## config.mk

```make
export PLATFORM = sky130hd
export DESIGN_NAME = gpio_irq_port
export DESIGN_NICKNAME = d
export VERILOG_FILES = /design/src/rtl/gpio_irq_pkg.sv /design/src/rtl/gpio_sync.sv /design/src/rtl/gpio_edge_flag.sv /design/src/rtl/gpio_regs.sv /design/src/rtl/gpio_irq_port.sv
export SDC_FILE = /design/constraint.sdc
export NUM_CORES = 1
export LEC_CHECK = 0
export CAP_MARGIN = 20
export CORE_ASPECT_RATIO = 1.5
export CORE_UTILIZATION = 45
export CTS_CLUSTER_DIAMETER = 100
export DETAILED_ROUTE_END_ITERATION = 7
export DONT_BUFFER_PORTS = 1
export PLACE_DENSITY_LB_ADDON = 0.12
export SLEW_MARGIN = 20
export SYNTH_ARGS = -nofsm -noshare
export SYNTH_HDL_FRONTEND = slang
export SYNTH_SLANG_ARGS = --single-unit
```

## constraint.sdc

```tcl
create_clock -name clk_i -period 1.4 [get_ports clk_i]
set_input_delay 0.28 -clock clk_i [delete_from_list [all_inputs] [get_ports clk_i]]
set_output_delay 0.28 -clock clk_i [all_outputs]
set_load 0.02 [all_outputs]
```

## src/rtl/gpio_irq_pkg.sv

```systemverilog
package gpio_irq_pkg;
  localparam int unsigned REG_AW = 3;

  typedef enum logic [REG_AW-1:0] {
    REG_IN   = 3'd0,
    REG_OUT  = 3'd1,
    REG_DIR  = 3'd2,
    REG_IE   = 3'd3,
    REG_EDGE = 3'd4,
    REG_FLAG = 3'd5
  } reg_addr_e;
endpackage

```

## src/rtl/gpio_sync.sv

```systemverilog
module gpio_sync #(
  parameter int unsigned WIDTH  = 8,
  parameter int unsigned STAGES = 2
) (
  input  logic             clk_i,
  input  logic             rst_ni,
  input  logic [WIDTH-1:0] d_i,
  output logic [WIDTH-1:0] q_o
);
  logic [WIDTH-1:0] stage_q [STAGES];

  for (genvar s = 0; s < STAGES; s++) begin : g_stage
    always_ff @(posedge clk_i or negedge rst_ni) begin
      if (!rst_ni) stage_q[s] <= '0;
      else if (s == 0) stage_q[s] <= d_i;
      else stage_q[s] <= stage_q[(s == 0) ? 0 : s-1];
    end
  end

  assign q_o = stage_q[STAGES-1];
endmodule

```

## src/rtl/gpio_edge_flag.sv

```systemverilog
module gpio_edge_flag #(
  parameter int unsigned WIDTH = 8
) (
  input  logic             clk_i,
  input  logic             rst_ni,
  input  logic [WIDTH-1:0] lvl_i,
  input  logic [WIDTH-1:0] fall_sel_i,
  input  logic [WIDTH-1:0] clr_i,
  output logic [WIDTH-1:0] flag_o
);
  logic [WIDTH-1:0] prev_q;
  logic [WIDTH-1:0] flag_q;
  logic [WIDTH-1:0] hit;

  always_ff @(posedge clk_i or negedge rst_ni) begin
    if (!rst_ni) prev_q <= '0;
    else prev_q <= lvl_i;
  end

  for (genvar b = 0; b < WIDTH; b++) begin : g_bit
    // polarity only picks which transition counts; it never feeds the compare
    assign hit[b] = fall_sel_i[b] ? (prev_q[b] & ~lvl_i[b])
                                  : (~prev_q[b] & lvl_i[b]);

    always_ff @(posedge clk_i or negedge rst_ni) begin
      if (!rst_ni) flag_q[b] <= 1'b0;
      else if (hit[b]) flag_q[b] <= 1'b1;
      else if (clr_i[b]) flag_q[b] <= 1'b0;
    end
  end

  assign flag_o = flag_q;
endmodule

```

## src/rtl/gpio_regs.sv

```systemverilog
module gpio_regs
  import gpio_irq_pkg::*;
#(
  parameter int unsigned WIDTH = 8
) (
  input  logic              clk_i,
  input  logic              rst_ni,
  input  logic              we_i,
  input  logic [REG_AW-1:0] addr_i,
  input  logic [WIDTH-1:0]  wdata_i,
  input  logic [WIDTH-1:0]  in_i,
  input  logic [WIDTH-1:0]  flag_i,
  output logic [WIDTH-1:0]  out_o,
  output logic [WIDTH-1:0]  dir_o,
  output logic [WIDTH-1:0]  ie_o,
  output logic [WIDTH-1:0]  fall_sel_o,
  output logic [WIDTH-1:0]  clr_o,
  output logic [WIDTH-1:0]  rdata_o
);
  logic [WIDTH-1:0] out_q, dir_q, ie_q, edge_q;

  always_ff @(posedge clk_i or negedge rst_ni) begin
    if (!rst_ni) begin
      out_q  <= '0;
      dir_q  <= '0;
      ie_q   <= '0;
      edge_q <= '0;
    end else if (we_i) begin
      case (addr_i)
        REG_OUT:  out_q  <= wdata_i;
        REG_DIR:  dir_q  <= wdata_i;
        REG_IE:   ie_q   <= wdata_i;
        REG_EDGE: edge_q <= wdata_i;
        default: ;
      endcase
    end
  end

  // write-zero-to-clear
  assign clr_o = (we_i && addr_i == REG_FLAG) ? ~wdata_i : '0;

  always_comb begin
    case (addr_i)
      REG_IN:   rdata_o = in_i;
      REG_OUT:  rdata_o = out_q;
      REG_DIR:  rdata_o = dir_q;
      REG_IE:   rdata_o = ie_q;
      REG_EDGE: rdata_o = edge_q;
      REG_FLAG: rdata_o = flag_i;
      default:  rdata_o = '0;
    endcase
  end

  assign out_o      = out_q;
  assign dir_o      = dir_q;
  assign ie_o       = ie_q;
  assign fall_sel_o = edge_q;
endmodule

```

## src/rtl/gpio_irq_port.sv

```systemverilog
module gpio_irq_port
  import gpio_irq_pkg::*;
#(
  parameter int unsigned WIDTH     = 8,
  parameter int unsigned SYNC_DEPTH = 2
) (
  input  logic              clk_i,
  input  logic              rst_ni,
  input  logic              we_i,
  input  logic [REG_AW-1:0] addr_i,
  input  logic [WIDTH-1:0]  wdata_i,
  output logic [WIDTH-1:0]  rdata_o,
  input  logic [WIDTH-1:0]  pad_in_i,
  output logic [WIDTH-1:0]  pad_out_o,
  output logic [WIDTH-1:0]  pad_oe_o,
  output logic              irq_o
);
  logic [WIDTH-1:0] in_sync;
  logic [WIDTH-1:0] flag_q;
  logic [WIDTH-1:0] ie_q;
  logic [WIDTH-1:0] fall_sel;
  logic [WIDTH-1:0] clr_mask;

  gpio_sync #(.WIDTH(WIDTH), .STAGES(SYNC_DEPTH)) u_sync (
    .clk_i (clk_i),
    .rst_ni(rst_ni),
    .d_i   (pad_in_i),
    .q_o   (in_sync)
  );

  gpio_edge_flag #(.WIDTH(WIDTH)) u_edge (
    .clk_i     (clk_i),
    .rst_ni    (rst_ni),
    .lvl_i     (in_sync),
    .fall_sel_i(fall_sel),
    .clr_i     (clr_mask),
    .flag_o    (flag_q)
  );

  gpio_regs #(.WIDTH(WIDTH)) u_regs (
    .clk_i     (clk_i),
    .rst_ni    (rst_ni),
    .we_i      (we_i),
    .addr_i    (addr_i),
    .wdata_i   (wdata_i),
    .in_i      (in_sync),
    .flag_i    (flag_q),
    .out_o     (pad_out_o),
    .dir_o     (pad_oe_o),
    .ie_o      (ie_q),
    .fall_sel_o(fall_sel),
    .clr_o     (clr_mask),
    .rdata_o   (rdata_o)
  );

  assign irq_o = |(flag_q & ie_q);
endmodule

```

==> impl_results.md <==
* Leak at 1.54 nW
* Post-Synthesis Cells at roughly 210
* Slew Limit Fails at 0
* Setup Crit Path Kind: reg2out
* Syn Nets at 231
* GR Util met1 at roughly a quarter
* Final hold violation count at 64
* Syn-to-layout area delta at 26.0%
* FF+latch count, synth at between 60 and 70
* Die Span X at between 60 and 70 µm
* Main synth FF type: dfrtp_1
* Final Instance Area at roughly 3500 µm²
* Global Route met3 Usage at under 10%
* GR Overflow Total at 0
* EDFF count, synth at 0
* Clock Skews at around 0.0038 ns
* Per-cell routed wire length at roughly 18 µm
* Inst Count DP at 305
* WL final at 6210 µm
* Critical Path Max Stage Delay at about 0.4 ns
* Layout cells sized above 1 at between 40% and 50%
* Vias at approximately 1900
* Relative slew slack at about four fifths
* Area leader, netlist: dfrtp_1
* Crit Reg-Reg Startpoint: u_regs.fall_sel_o[7]
* Cell Area, Placed at between 3000 and 4000 µm²
* Area occupied by multi-input gates at about 1100 µm²
* CP Data Required Time at between 1 and 1.5 ns
* Crit path DAT at roughly 1.3 ns
* Top-area cell type share of the netlist area at around three fifths
* Clock transition at the registers of the reported paths at about 0.070 ns
* H-tree levels at 3
* Area occupied by registers at around 1600 µm²
* Mapped Area at 2750 µm²
* Vias per cell at around 5.5
* Worst-Skew Late Latency at ~0.33 ns
* Worst path cell trace: mux2i_1, o21ai_1, a221o_1
* Crit path max-delay cell type: a221o_1
* Full die area at 6420 µm²
* RD Place Congestion at approximately 0.73
* Drt initial violations at 118
* Fin crit share at 116%
* Asr flop ratio synth at 100%
* First-pass GRT wire length at between 10000 and 15000 µm
* DRT Pass-1 Iters at 4
* Nets at between 200 and 300
* Setup crit start kind: flop
* Syn Area/Cell at 13.1 µm²
* Max Fclk at 0.618 GHz
* Non-filler cells, final at about 340
* Final min period at 1.62 ns
* Final setup vio count at 9
* Antenna cells at 0
* Initial antenna violation count at 0
* RSZ-0062 raised after global routing: yes
* ANT nets after route at 0
* Max VDD drop at 0.00102 V
* Die Ht at a little under 100 µm
* Status: complete, but fails checks
* Top area cells in the synthesized netlist: dfrtp_1 58%, mux2_2 14%, mux2i_1 5.8%
* CP startpoint: u_sync.q_o[5]
* Final worst slack at -0.219 ns
* Hold Path Class: in2async
* # DRC at 0
* Worst setup EP type: primary output
* Fin Hold WS at -0.370 ns
* Dpl ws at between 0.03 and 0.04 ns
* Vias in the first global route at about 2100
* FP Rows at 34
* Delay-heaviest family, CP: compound AO/OA/AOI/OAI gates
* GRT Util Overall at a little over a fifth
* Critical path buffers and inverters at 0
* Count leader, synth: dfrtp_1
* Top Usage Layer GRT: met2
* Largest net degree at the start of global routing at 65
* Sink Count at between 60 and 70
* Pwr Density at about 1400 nW/µm²
* GRT met2 Usage at between 30% and 40%
* Max FO, Critical Path at 2
* Detailed Place HPWL at roughly 4300 µm
* Clock buffer depth at 2
* Cts bufs inserted at 9
* Sequential area share after synthesis at about three fifths
* Maxcap violations at 0
* Yosys warning total at 0
* Root Buffer: clkbuf_8
* Initial core utilization at roughly 47%
* CTS Hold Bufs at 8
* Failing checks: negative hold slack, negative setup slack
* Distinct cells, synth at 33
* CTS tree: built
* I/O Pins at 47
* Layout fillers at 490
* Commonest cells post-synth: 64 x dfrtp_1, 34 x mux2_2, 16 x mux2i_1, 16 x nand2_1, 14 x o21ai_0
* Slew @ Worst Pin at 0.309 ns
* Core box area at 5830 µm²
* Port Buffers at 0
-- worst paths after layout --
path	endpoint	slack (ns)	depth (start not counted)
min in group clk_i	u_regs.out_o[6]	0.09	1
worst max-delay path	rdata_o[5]	-0.22	3
worst min register to register	u_sync.q_o[0]	0.35	0
max in group asynchronous	u_regs.out_o[2]	1.66	0
worst max register to register	u_edge.flag_o[7]	0.13	4
worst min-delay path	u_edge.flag_o[5]	-0.37	0
-- layer usage --
metal	up-vias	share of wire [%]
met5	-	0
met4	0	1.2
met3	8	4.5
met2	44	53
met1	963	41
li1	882	-
-- state kept, by name (all words and copies together) (netlist names) --
name / count
u_regs.dir_o: 8
u_regs.ie_o: 8
u_regs.out_o: 8
u_edge.prev_q: 8
u_edge.flag_o: 8
u_regs.fall_sel_o: 8
u_sync.stage_q: 8
u_sync.q_o: 8
-- cell families (layout without fill, tap and decap cells) --
logic type             after synthesis  after routing  synth area share [%]
DFF                                 64             64                  58.3
AOI/OAI and AO/OA                   39             39                  9.57
buffers and inverters               13             76                  2.51
muxes                               50             50                  19.8
and+or+nand+nor                     43             43                  9.80
-- power breakdown --
| part | switching, mW | internal (mW) | leakage [nW] |
|---|---|---|---|
| sequential | 0.192 | 2.11 | 0.738 |
| combinational | 0.506 | 0.573 | 0.711 |
| clock | 0.681 | 0.676 | 0.0878 |
| total | 1.38 | 3.36 | 1.54 |
-- final cells by class --
cell class / instances / share of cell area (%)
Clock buffer: 10 / 3.98
Clock inverter: 6 / 1.01
Inverter: 6 / 0.651
Multi-Input combinational cell: 132 / 33.2
Sequential cell: 64 / 46.3
Tap cell: 72 / 2.60
Timing Repair Buffer: 54 / 12.3
-- per-stage QoR --
| stage | setup TNS (ns) | total power [mW] | util, % | hold WS (ns) |
|---|---|---|---|---|
| after floorplan | -0.0893 | 2.95 | - | -0.0156 |
| after global placement | 0 | 3.21 | 52.0 | -0.0140 |
| after detailed placement | 0 | 3.26 | 52.0 | -0.0140 |
| after CTS | -1.63 | 4.76 | 58.8 | -0.388 |
| after global routing | -1.91 | 4.97 | 59.4 | -0.390 |
| final | -1.43 | 4.74 | 59.4 | -0.370 |
-- worst reg2reg max path: stages, from the launching register on --
cell     delay, ns
dfrtp_1       0.39
buf_4         0.13
buf_4         0.13
or3b_2        0.47
nand3_1       0.09
-- repair_timing --
item	4_1_cts	5_1_grt
endpoints found under the hold margin	72	64
buffers inserted	12	3
pin swaps	4	1
setup endpoints to repair	9	9
resized for setup	11	2
gates cloned	0	0
-- placed cells by master (no fill, tap or decap), types with 3 or more instances in the layout --
master and n:
nand2_1 16, nor2_1 7, dlygate4sd3_1 8, o211ai_1 7
buf_4 46, dfrtp_1 64, clkbuf_8 10, o21ai_0 10
clkinv_2 4, inv_1 5, mux2_2 33, mux2i_1 15
nand3_1 3, o21ai_1 3, nand3b_1 3
Note: power is estimated with default switching activity, not from simulation.
